[src/rtl/usb_fe_pkg.sv]
// Package: shared constants and helpers for the frame-end interrupt timer.
// Assumes frame lengths small enough that frame*95 fits in a 32-bit int.
package usb_fe_pkg;

    localparam int FE_SEL_W    = 2;
    localparam int FE_NUM_FRAC = 1 << FE_SEL_W;
    localparam int FE_BASE_PCT = 80;
    localparam int FE_STEP_PCT = 5;

    // Threshold in cycles for a given fraction code.
    function automatic int frac_threshold(input int frame_cycles, input int code);
        return (frame_cycles * (FE_BASE_PCT + FE_STEP_PCT * code)) / 100;
    endfunction

endpackage

[src/rtl/fe_cycle_counter.sv]
// Module: in-frame cycle counter.
// Restarts at 0 on a start-of-frame pulse, counts up one per clock and
// saturates at FRAME_CYCLES-1. Assumes sof is a single-cycle pulse.
module fe_cycle_counter #(
    parameter int FRAME_CYCLES = 48000,
    localparam int CNT_W = $clog2(FRAME_CYCLES)
) (
    input  logic             clk,
    input  logic             rst_n,
    input  logic             sof,
    output logic [CNT_W-1:0] cnt
);

    localparam logic [CNT_W-1:0] CNT_MAX = CNT_W'(FRAME_CYCLES - 1);

    // Counter update: restart, step or hold at the saturation point.
    always_ff @(posedge clk) begin
        if (!rst_n)
            cnt <= '0;
        else if (sof)
            cnt <= '0;
        else if (cnt != CNT_MAX)
            cnt <= cnt + CNT_W'(1);
    end

    a_r1_reset_zero: assert property (@(posedge clk)
        !rst_n |=> (cnt == '0));

    a_r2_sof_restart: assert property (@(posedge clk) disable iff (!rst_n)
        sof |=> (cnt == '0));

    a_r3_step_one: assert property (@(posedge clk) disable iff (!rst_n)
        (!sof && cnt != CNT_MAX) |=> (cnt == $past(cnt) + CNT_W'(1)));

    a_r4_saturate: assert property (@(posedge clk) disable iff (!rst_n)
        (!sof && cnt == CNT_MAX) |=> (cnt == CNT_MAX));

endmodule

[src/rtl/fe_threshold_sel.sv]
// Module: fraction threshold table and compare.
// Builds the four thresholds from the frame length at elaboration and
// flags the cycle on which the count equals the selected one.
module fe_threshold_sel #(
    parameter int FRAME_CYCLES = 48000,
    localparam int CNT_W = $clog2(FRAME_CYCLES)
) (
    input  logic [usb_fe_pkg::FE_SEL_W-1:0] frac_sel,
    input  logic [CNT_W-1:0]                cnt,
    output logic                            at_thr
);

    logic [CNT_W-1:0] thr_tab [usb_fe_pkg::FE_NUM_FRAC];

    // One table entry per fraction code.
    for (genvar g = 0; g < usb_fe_pkg::FE_NUM_FRAC; g++) begin : g_thr
        assign thr_tab[g] = CNT_W'(usb_fe_pkg::frac_threshold(FRAME_CYCLES, g));
    end

    // Compare the running count against the selected threshold.
    always_comb at_thr = (cnt == thr_tab[frac_sel]);

endmodule

[src/rtl/fe_irq_flag.sv]
// Module: once-per-frame arming and sticky interrupt flag.
// Set wins over clear; a start-of-frame edge re-arms and never sets.
module fe_irq_flag (
    input  logic clk,
    input  logic rst_n,
    input  logic sof,
    input  logic at_thr,
    input  logic irq_clr,
    output logic irq_flag
);

    logic armed;
    logic fire;

    // Fire only when armed and not on a frame-restart edge.
    always_comb fire = armed && at_thr && !sof;

    // Arming: re-armed each frame, spent by the first fire.
    always_ff @(posedge clk) begin
        if (!rst_n)
            armed <= 1'b1;
        else if (sof)
            armed <= 1'b1;
        else if (fire)
            armed <= 1'b0;
    end

    // Sticky flag with set priority over clear.
    always_ff @(posedge clk) begin
        if (!rst_n)
            irq_flag <= 1'b0;
        else if (fire)
            irq_flag <= 1'b1;
        else if (irq_clr)
            irq_flag <= 1'b0;
    end

    a_r1_flag_reset: assert property (@(posedge clk)
        !rst_n |=> !irq_flag);

    a_r6_set_on_match: assert property (@(posedge clk) disable iff (!rst_n)
        (armed && at_thr && !sof) |=> irq_flag);

    a_r7_spent_stays: assert property (@(posedge clk) disable iff (!rst_n)
        (!armed && !sof) |=> !armed);

    a_r7_single_fire: assert property (@(posedge clk) disable iff (!rst_n)
        (armed && at_thr && !sof) |=> !armed);

    a_r8_sticky: assert property (@(posedge clk) disable iff (!rst_n)
        (irq_flag && !irq_clr) |=> irq_flag);

    a_r9_set_beats_clear: assert property (@(posedge clk) disable iff (!rst_n)
        (fire && irq_clr) |=> irq_flag);

    a_r10_sof_no_set: assert property (@(posedge clk) disable iff (!rst_n)
        (sof && !irq_flag) |=> !irq_flag);

endmodule

[src/rtl/usb_frame_end_timer.sv]
// Top: full-speed frame-end interrupt timer.
// Counts controller clocks from each start-of-frame and raises a sticky
// interrupt at 80/85/90/95 % of the frame. Assumes frac_sel is static
// after configuration (a mid-frame change still fires at most once).
module usb_frame_end_timer #(
    parameter int FRAME_CYCLES = 48000,
    localparam int CNT_W = $clog2(FRAME_CYCLES)
) (
    input  logic             clk,
    input  logic             rst_n,
    input  logic             sof,
    input  logic [1:0]       frac_sel,
    input  logic             irq_clr,
    output logic             irq_flag,
    output logic [CNT_W-1:0] frame_cnt
);

    logic at_thr;

    fe_cycle_counter #(.FRAME_CYCLES(FRAME_CYCLES)) u_cnt (
        .clk   (clk),
        .rst_n (rst_n),
        .sof   (sof),
        .cnt   (frame_cnt)
    );

    fe_threshold_sel #(.FRAME_CYCLES(FRAME_CYCLES)) u_thr (
        .frac_sel (frac_sel),
        .cnt      (frame_cnt),
        .at_thr   (at_thr)
    );

    fe_irq_flag u_flag (
        .clk      (clk),
        .rst_n    (rst_n),
        .sof      (sof),
        .at_thr   (at_thr),
        .irq_clr  (irq_clr),
        .irq_flag (irq_flag)
    );

endmodule

[config.mk]
export PLATFORM = sky130hd
export DESIGN_NAME = usb_frame_end_timer
export DESIGN_NICKNAME = d
export VERILOG_FILES = /design/src/rtl/usb_fe_pkg.sv /design/src/rtl/fe_cycle_counter.sv /design/src/rtl/fe_threshold_sel.sv /design/src/rtl/fe_irq_flag.sv /design/src/rtl/usb_frame_end_timer.sv
export SDC_FILE = /design/constraint.sdc
export NUM_CORES = 1
export LEC_CHECK = 0
export ABC_CLOCK_PERIOD_IN_PS = 1800
export BUFFER_PORTS_ARGS = -buffer_cell sky130_fd_sc_hd__buf_2
export CAP_MARGIN = 25
export CORE_MARGIN = 4
export CORE_UTILIZATION = 50
export CTS_BUF_LIST = sky130_fd_sc_hd__clkbuf_4 sky130_fd_sc_hd__clkbuf_8
export CTS_CLUSTER_DIAMETER = 120
export DETAILED_ROUTE_END_ITERATION = 12
export PLACE_DENSITY = 0.8
export SYNTH_ARGS = -nofsm -noshare
export SYNTH_HDL_FRONTEND = slang
export SYNTH_SLANG_ARGS = --single-unit
[constraint.sdc]
create_clock -name clk -period 1.8 [get_ports clk]
set_clock_uncertainty 0.15 [all_clocks]
set_input_delay 0.27 -clock clk [delete_from_list [all_inputs] [get_ports clk]]
set_output_delay 0.27 -clock clk [all_outputs]
set_load 0.02 [all_outputs]
==> results.sh, run 1 <==
export IMPL_r2r_start="u_cnt.cnt[14]"
export IMPL_cts_buffers_inserted=3
export IMPL_syn_area_per_cell_sq_um=9.04
export IMPL_die_x_microns=53.8
export IMPL_grt_total_usage=0.203
export IMPL_cts_root_buf="clkbuf_4"
export IMPL_fp_coreArea_sq_um=1980
export IMPL_worst_ep_required_time_ns=1.85
export IMPL_yosys_cell_count_top_type="dfxtp_1"
export IMPL_cts_num_sinks=18
export IMPL_synth_ff_type="dfxtp_1"
export IMPL_worstPathArrival_ns=1.79
export IMPL_drt_iter0_drc=13
export IMPL_rrSetupSlack_ns=0.06
export IMPL_syn_nets=126
export IMPL_slew_violations=0
export IMPL_synthArstFlopShare=0
export IMPL_grt_setup_unrepaired="true"
export IMPL_drc_errors=0
export IMPL_period_minus_slack_ns=1.74
export IMPL_yosysTopAreaCellShare=0.344
export IMPL_startpoint="u_cnt.cnt[14]"
export IMPL_setup_tns_ns=0
export IMPL_synth_edf_count=0
export IMPL_synth_ff_latch_count=18
export IMPL_timing_final_crit_share=0.965
export IMPL_relSlewSlack=0.724
export IMPL_rows=16
export IMPL_setup_viol=0
export IMPL_area_delta_synth_final_pct=23.0
export IMPL_slowest_delay_ns=0.54
export IMPL_hold_buffers=0
export IMPL_dp_hpwl_mm=1.81
export IMPL_synthTopCellsByArea="dfxtp_1 34%, nand4_1 5.4%, xnor2_1 5.0%"
export IMPL_start_util=0.529
export IMPL_detail_route_antenna_nets=0
export IMPL_die_h_microns=53.8
export IMPL_worst_slew_pin_slew_ns=0.410
export IMPL_r2r_end="u_cnt.cnt[1]"
export IMPL_crit_fanout=5
export IMPL_worstSkewPairLatency_ns=0.30
export IMPL_ys_warnings_count=0
export IMPL_reg2regPathDepth=5
export IMPL_grt_start_max_net_pins=13
export IMPL_n_antenna_cell=0
export IMPL_hold_viol=0
export IMPL_wl_per_cell_microns=13.7
export IMPL_ios=23
export IMPL_synth_cells=116
export IMPL_start_kind="flip-flop"
export IMPL_vias_per_cell=5.57
export IMPL_cts_tree="yes"
export IMPL_cpMaxStageDelayCell="or4b_4"
export IMPL_yosysSeqAreaShare=0.344
export IMPL_drv_cap=0
export IMPL_syn_area_sq_um=1050
export IMPL_dr_pass1_iters=4
export IMPL_grt_overflow=0
export IMPL_path_cells="or4b_4 -> nor4_4 -> buf_6 -> mux2i_1 -> nor2_1"
export IMPL_cp_endpoint="u_cnt.cnt[1]"
export IMPL_cts_htree_levels=1
export IMPL_vias=1009
export IMPL_first_global_vias=909
export IMPL_synth_cell_types=40
export IMPL_max_vdd_ir_drop_mv=0.627
export IMPL_layout_drive_gt1_share=0.364
export IMPL_p_total_uw=702
export IMPL_n_fill_cell=183
export IMPL_power_density_nw_per_um2=545
export IMPL_fmax_mhz=576
export IMPL_fin_nets=165
export IMPL_worstSetupPathType="flip-flop to flip-flop"
export IMPL_leakage_nw=0.585
export IMPL_gp_congestion=0.861
export IMPL_grt_pass1_wl_mm=4.15
export IMPL_cts_buffer_depth=2
export IMPL_hold_path_class="input pin to flip-flop"
export IMPL_die_area_sq_um=2890
export IMPL_clk_pin_slew_ns=0.10
export IMPL_endpoint_kind="flip-flop"
export IMPL_status="finished clean"
export IMPL_antenna_found_initial=0
export IMPL_port_buffers=22
export IMPL_drt_total_wl_mm=2.49
export IMPL_synth_largest_area_cell="dfxtp_1"
export IMPL_synth_common_cells="18 x dfxtp_1, 13 x nor2_1, 9 x nand4_1"
-- critical path, delay by kind of cell (launching register included) --
| kind | cells | cell delay [ns] |
|---|---|---|
| muxes | 1 | 0.18 |
| buffers and inverters | 1 | 0.17 |
| DFF | 1 | 0.36 |
| and+or+nand+nor | 3 | 0.78 |
-- per-layer routing --
metal / global-route usage / wire, microns / vias to the layer above
li1: - / - / 497
met1: 0.255 / 1110 / 483
met2: 0.319 / 1210 / 23
met3: 0.0360 / 104 / 6
met4: 0.123 / 63 / 0
met5: 0 / 0 / -
-- through the flow --
step / hold WS (ns) / worst slack, ns / area (sq um) / cells / utilization
final: 0.0837 / 0.0624 / 1290 / 181 / 0.651
after detailed placement: 0.327 / -0.0565 / 1230 / 174 / 0.621
after floorplan: 0.278 / -0.123 / 1060 / 116 / -
after CTS: 0.0779 / 0.0631 / 1270 / 179 / 0.643
after global routing: 0.0940 / -0.0182 / 1290 / 181 / 0.651
after global placement: 0.313 / -0.0156 / 1230 / 174 / 0.621
-- cell usage in the layout (no fill, tap or decap), types with 3 or more instances in the layout --
master | Yosys | routed
a21oi_1 | 4 | 4
ha_1 | 4 | 4
nand2_1 | 6 | 6
nor2_1 | 13 | 13
nor3_1 | 4 | 4
buf_2 | 0 | 23
nand3_1 | 4 | 4
buf_4 | 0 | 14
inv_1 | 5 | 5
dfxtp_1 | 18 | 12
dfxtp_2 | 0 | 5
o21ai_0 | 4 | 4
xor2_1 | 4 | 4
clkbuf_4 | 0 | 3
nand4_1 | 9 | 9
xnor2_1 | 6 | 6
-- sequential cells by signal, indices dropped and copies added, names as in the netlist --
signal,count
u_flag.irq_flag,1
u_cnt.cnt,16
u_flag.armed,1
-- power breakdown --
group / switching (mW) / leakage (nW) / internal, mW
clock: 0.128 / 0.0210 / 0.123
sequential: 0.00143 / 0.148 / 0.399
combinational: 0.0278 / 0.416 / 0.0223
-- layout make-up --
type                       count  area, sq um  area share
sequential                    18          370       0.287
inverter                       5         18.8      0.0145
timing repair buffer          38          231       0.179
multi-input combinational     89          599       0.465
clock buffer                   4         36.3      0.0281
tap                           27         33.8      0.0262
-- cells by family (layout without fill, tap and decap cells) --
group	after synthesis	in the layout	synth area share
simple gates	58	58	0.337
flops	18	18	0.344
compound gates	16	16	0.0943
xor+xnor	10	10	0.0835
buf+inv	9	47	0.0847
fa+ha+maj	4	4	0.0477
mux	1	1	0.00955
-- worst min path at each step --
stage          cells past startpoint       startpoint  slack (ns)               to
2_1_floorplan                      1            rst_n        0.28  u_flag.irq_flag
5_1_grt                            2            rst_n        0.09  u_flag.irq_flag
4_1_cts                            2            rst_n        0.08  u_flag.irq_flag
3_5_place_dp                       1  u_flag.irq_flag        0.33  u_flag.irq_flag
6_report                           2            rst_n        0.08  u_flag.irq_flag
3_3_place_gp                       1  u_flag.irq_flag        0.31  u_flag.irq_flag
-- timing repair --
item	4_1_cts	5_1_grt
pin swaps	1	0
setup endpoints to repair	5	3
cloned	1	0
gates resized for setup	1	0
setup buffers	0	2
No activity file was read; power rests on OpenSTA's default activity.
==> run 2, diff against run 1 <==
--- a/config.mk
+++ b/config.mk
@@ -13,6 +13,8 @@
 export CTS_BUF_LIST = sky130_fd_sc_hd__clkbuf_4 sky130_fd_sc_hd__clkbuf_8
 export CTS_CLUSTER_DIAMETER = 120
 export DETAILED_ROUTE_END_ITERATION = 12
+export GPL_TIMING_DRIVEN = 0
+export MAX_ROUTING_LAYER = met4
 export PLACE_DENSITY = 0.8
 export SYNTH_ARGS = -nofsm -noshare
 export SYNTH_HDL_FRONTEND = slang
==> results.sh, run 2 (synthesized netlist as in run 1, its figures left out) <==
export IMPL_first_global_vias=946
export IMPL_worstSkewPairLatency_ns=0.28
export IMPL_endpoint_kind="flip-flop"
export IMPL_max_vdd_ir_drop_mv=0.407
export IMPL_vias_per_cell=5.38
export IMPL_dr_pass1_iters=3
export IMPL_worstSetupPathType="flip-flop to flip-flop"
export IMPL_die_h_microns=53.8
export IMPL_die_area_sq_um=2890
export IMPL_hold_viol=0
export IMPL_die_x_microns=53.8
export IMPL_multiInputGateArea_sq_um=637
export IMPL_cts_htree_levels=1
export IMPL_slew_violations=0
export IMPL_fp_coreArea_sq_um=1980
export IMPL_cts_tree="yes"
export IMPL_cts_root_buf="clkbuf_4"
export IMPL_detail_route_antenna_nets=0
export IMPL_reg_top3="u_cnt.cnt: 16 flops, u_flag.armed: 1 flops, u_flag.irq_flag: 1 flops"
export IMPL_cts_num_sinks=18
export IMPL_grt_pass1_wl_mm=4.22
export IMPL_ff_latch_area_sq_um=379
export IMPL_grt_overflow=0
export IMPL_power_density_nw_per_um2=507
export IMPL_drt_total_wl_mm=2.51
export IMPL_timing_final_crit_share=0.978
export IMPL_period_minus_slack_ns=1.76
export IMPL_grt_start_max_net_pins=11
export IMPL_postLayoutCoreUtil=0.686
export IMPL_layout_drive_gt1_share=0.395
export IMPL_n_antenna_cell=0
export IMPL_dp_hpwl_mm=1.62
export IMPL_grt_total_usage=0.205
export IMPL_worst_slew_pin_slew_ns=0.465
export IMPL_wl_per_cell_microns=14.0
export IMPL_port_buffers=22
export IMPL_p_total_uw=690
export IMPL_cts_buffer_depth=2
export IMPL_clk_pin_slew_ns=0.11
export IMPL_fin_nets=163
export IMPL_start_util=0.529
export IMPL_n_fill_cell=169
export IMPL_worstPathArrival_ns=1.78
export IMPL_mostFrequentLayoutCells="23 x buf_2, 12 x nor2_1, 11 x dfxtp_1"
export IMPL_dp_slack_ns=-0.290
export IMPL_drt_iter0_drc=4
export IMPL_drc_errors=0
export IMPL_worst_ep_required_time_ns=1.82
export IMPL_grt_setup_unrepaired="true"
export IMPL_start_kind="flip-flop"
export IMPL_gp_congestion=0.881
export IMPL_largest_reg_flops=16
export IMPL_leakage_nw=0.587
export IMPL_area_delta_synth_final_pct=29.7
export IMPL_crit_fanout=2
export IMPL_top_register="u_cnt.cnt"
export IMPL_layout_commonest_cell="buf_2"
export IMPL_setup_viol=0
export IMPL_ios=23
export IMPL_setup_tns_ns=0
export IMPL_vias=963
export IMPL_cts_buffers_inserted=3
export IMPL_relSlewSlack=0.689
export IMPL_antenna_found_initial=0
export IMPL_fmax_mhz=568
export IMPL_hold_buffers=0
export IMPL_rows=16
export IMPL_drv_cap=0
export IMPL_fin_ws_ns=0.0391
export IMPL_status="finished clean"
export IMPL_hold_path_class="input pin to flip-flop"
-- run 2: changes by cell type in the layout (fill, tap and decap cells not counted), sizes merged --
cell and change:
dlymetal6s2s +1, bufbuf +1, buf -4
-- run 2: path summary, 6_finish.rpt --
kind	endpoint	cells after the start	start	slack [ns]
worst min register to register	u_flag.irq_flag	1	u_flag.irq_flag	0.35
worst min-delay path	u_flag.irq_flag	2	rst_n	0.09
worst max-delay path	u_cnt.cnt[1]	5	u_cnt.cnt[14]	0.04
worst max register to register	u_cnt.cnt[1]	5	u_cnt.cnt[14]	0.04
-- run 2: layout make-up --
cell class / instances / area share
Buffer: 4 / 0.0515
Inverter: 5 / 0.0138
Clock buffer: 4 / 0.0267
Tap cell: 27 / 0.0248
Sequential cell: 18 / 0.279
Timing Repair Buffer: 32 / 0.136
Multi-Input combinational cell: 89 / 0.468
-- run 2: worst max-delay path, stage by stage, from the launching register on --
cell and delay (ns):
dfxtp_4 0.36, or4b_4 0.55, nor4_4 0.18, buf_4 0.17, mux2i_1 0.18, nor2_1 0.05
-- run 2: routing by layer --
layer	track usage	wire length, microns	up-vias
li1	-	-	488
met1	0.259	1150	460
met2	0.333	1270	13
met3	0.0332	78	2
met4	0.0638	13	0
met5	-	0	-
-- run 2: where the power goes --
group,switching [mW],internal (mW),total (mW)
sequential,0.00355,0.396,0.399
clock,0.124,0.123,0.247
combinational,0.0248,0.0190,0.0438
-- run 2: metrics by stage --
step	area [sq um]	cells	hold slack (ns)
3_3_place_gp	1200	165	0.316
4_1_cts	1300	176	0.0939
5_1_grt	1360	179	0.0981
2_1_floorplan	1060	116	0.278
3_5_place_dp	1200	165	0.324
6_report	1360	179	0.0929
-- run 2: repair_timing --
action                                  CTS  global route
endpoints found under the setup margin   10            13
resized for setup                         3             9
setup buffers                             7             3
pin swaps                                 4             4
==> run 3, diff against run 2 <==
--- a/config.mk
+++ b/config.mk
@@ -10,7 +10,7 @@
 export CAP_MARGIN = 25
 export CORE_MARGIN = 4
 export CORE_UTILIZATION = 50
-export CTS_BUF_LIST = sky130_fd_sc_hd__clkbuf_4 sky130_fd_sc_hd__clkbuf_8
+export CTS_BUF_LIST = sky130_fd_sc_hd__clkbuf_8
 export CTS_CLUSTER_DIAMETER = 120
 export DETAILED_ROUTE_END_ITERATION = 12
 export GPL_TIMING_DRIVEN = 0
==> results.sh, run 3 (synthesized netlist as in run 1, its figures left out) <==
export IMPL_dr_pass1_iters=4
export IMPL_hold_viol=0
export IMPL_largest_reg_flops=16
export IMPL_grt_total_usage=0.221
export IMPL_dp_slack_ns=-0.290
export IMPL_dp_hpwl_mm=1.62
export IMPL_post_place_cells=165
export IMPL_final_instance_count_excl_fill=180
export IMPL_slew_violations=0
export IMPL_fmax_mhz=576
export IMPL_gp_congestion=0.881
export IMPL_drt_iter0_drc=24
export IMPL_mostFrequentLayoutCells="23 x buf_2, 12 x nor2_1, 11 x buf_4"
export IMPL_status="finished clean"
export IMPL_cts_buffer_depth=2
export IMPL_r2r_end="u_cnt.cnt[3]"
export IMPL_die_h_microns=53.8
export IMPL_drv_cap=0
export IMPL_setup_viol=0
export IMPL_hold_buffers=0
export IMPL_p_total_uw=778
export IMPL_leakage_nw=0.602
export IMPL_grt_pass1_wl_mm=4.57
export IMPL_timing_final_crit_share=0.964
export IMPL_worst_ep_required_time_ns=1.83
export IMPL_worstPathArrival_ns=1.77
export IMPL_rows=16
export IMPL_reg2regPathDepth=6
export IMPL_rrSetupSlack_ns=0.06
export IMPL_cts_tree="yes"
export IMPL_r2r_start="u_cnt.cnt[1]"
export IMPL_slowest_delay_ns=0.44
export IMPL_n_antenna_cell=0
export IMPL_path_cells="ha_4 -> nand4_1 -> nor4_4 -> buf_4 -> or3_2 -> a21oi_1"
export IMPL_start_util=0.529
export IMPL_area_delta_synth_final_pct=31.9
export IMPL_detail_route_antenna_nets=0
export IMPL_wl_per_cell_microns=14.8
export IMPL_reg_top3="u_cnt.cnt: 16 flops, u_flag.armed: 1 flops, u_flag.irq_flag: 1 flops"
export IMPL_port_buffers=22
export IMPL_wl_met3_microns=131
export IMPL_antenna_found_initial=0
export IMPL_worstSkewPairLatency_ns=0.26
export IMPL_drt_total_wl_mm=2.66
export IMPL_cts_num_sinks=18
export IMPL_dr_max_layer_used="met4"
export IMPL_dr_wl_met2_mm=1.31
export IMPL_period_minus_slack_ns=1.74
export IMPL_setup_tns_ns=0
export IMPL_cts_root_buf="clkbuf_8"
export IMPL_critPathTopFamily="simple AND/OR/NAND/NOR gates"
export IMPL_top_register="u_cnt.cnt"
export IMPL_grt_start_max_net_pins=11
export IMPL_grt_setup_unrepaired="true"
export IMPL_fin_nets=164
export IMPL_cts_htree_levels=1
export IMPL_layout_commonest_cell="buf_2"
export IMPL_crit_fanout=8
export IMPL_ios=23
export IMPL_die_x_microns=53.8
export IMPL_cpMaxStageDelayCell="or3_2"
export IMPL_clk_pin_slew_ns=0.07
export IMPL_vias_per_cell=5.59
export IMPL_layout_drive_gt1_share=0.399
export IMPL_first_global_vias=981
export IMPL_cts_buffers_inserted=3
export IMPL_die_area_sq_um=2890
export IMPL_hold_ws_ns=0.126
export IMPL_start_kind="flip-flop"
export IMPL_hold_path_class="input pin to flip-flop"
export IMPL_grt_overflow=0
export IMPL_relSlewSlack=0.683
export IMPL_cp_depth=6
export IMPL_endpoint_kind="flip-flop"
export IMPL_fin_ws_ns=0.0639
export IMPL_vias=1006
export IMPL_startpoint="u_cnt.cnt[1]"
export IMPL_crit_buf_inv=1
export IMPL_worst_slew_pin_slew_ns=0.475
export IMPL_drc_errors=0
export IMPL_max_vdd_ir_drop_mv=0.502
export IMPL_worstSetupPathType="flip-flop to flip-flop"
export IMPL_power_density_nw_per_um2=563
export IMPL_wirelength_met1_mm=1.18
export IMPL_fp_coreArea_sq_um=1980
export IMPL_cp_endpoint="u_cnt.cnt[3]"
-- run 3: cell types whose count changed in the layout (fill, tap and decap cells not counted) --
cell,before,now
dfxtp_2,3,4
nor3_2,2,1
nor3_1,2,3
clkbuf_4,3,0
clkbuf_8,1,4
dfxtp_1,11,10
buf_4,10,11
-- run 3: repair_timing --
| action | CTS | global route |
|---|---|---|
| resized for setup | 2 | 10 |
| setup buffers | 10 | 1 |
| pin swaps | 3 | 6 |
| setup endpoints to repair | 9 | 15 |
-- run 3: metrics by stage --
step	instance area [sq um]	utilization
detailed placement	1200	0.607
global route	1380	0.698
floorplan	1060	-
global placement	1200	0.607
finish	1380	0.698
CTS	1340	0.675
-- run 3: report_power, final --
part | internal (mW) | switching, mW
clock | 0.194 | 0.140
combinational | 0.0190 | 0.0250
sequential | 0.396 | 0.00351
total | 0.609 | 0.169
-- run 3: worst min-delay path by stage --
stage | start | end | cells after the start
floorplan | rst_n | u_flag.irq_flag | 1
global placement | u_flag.irq_flag | u_flag.irq_flag | 1
detailed placement | u_flag.irq_flag | u_flag.irq_flag | 1
CTS | rst_n | u_flag.irq_flag | 2
global route | rst_n | u_flag.irq_flag | 2
finish | rst_n | u_flag.irq_flag | 2
-- run 3: routing by layer --
layer,GRT usage,up-vias
li1,-,494
met1,0.283,470
met2,0.347,35
met3,0.0277,7
met4,0.0979,0
met5,-,-
-- run 3: worst register-to-register path: stages, from the launching register on --
cell	delay (ns)
dfxtp_4	0.37
ha_4	0.17
nand4_1	0.16
nor4_4	0.08
buf_4	0.17
or3_2	0.44
a21oi_1	0.14
-- run 3: layout make-up --
class	instances	area, sq um
timing repair buffer	33	193
inverter	5	18.8
buffer	4	70.1
clock buffer	4	55.1
tap	27	33.8
sequential	18	380
fill	158	599
multi-input combinational	89	632
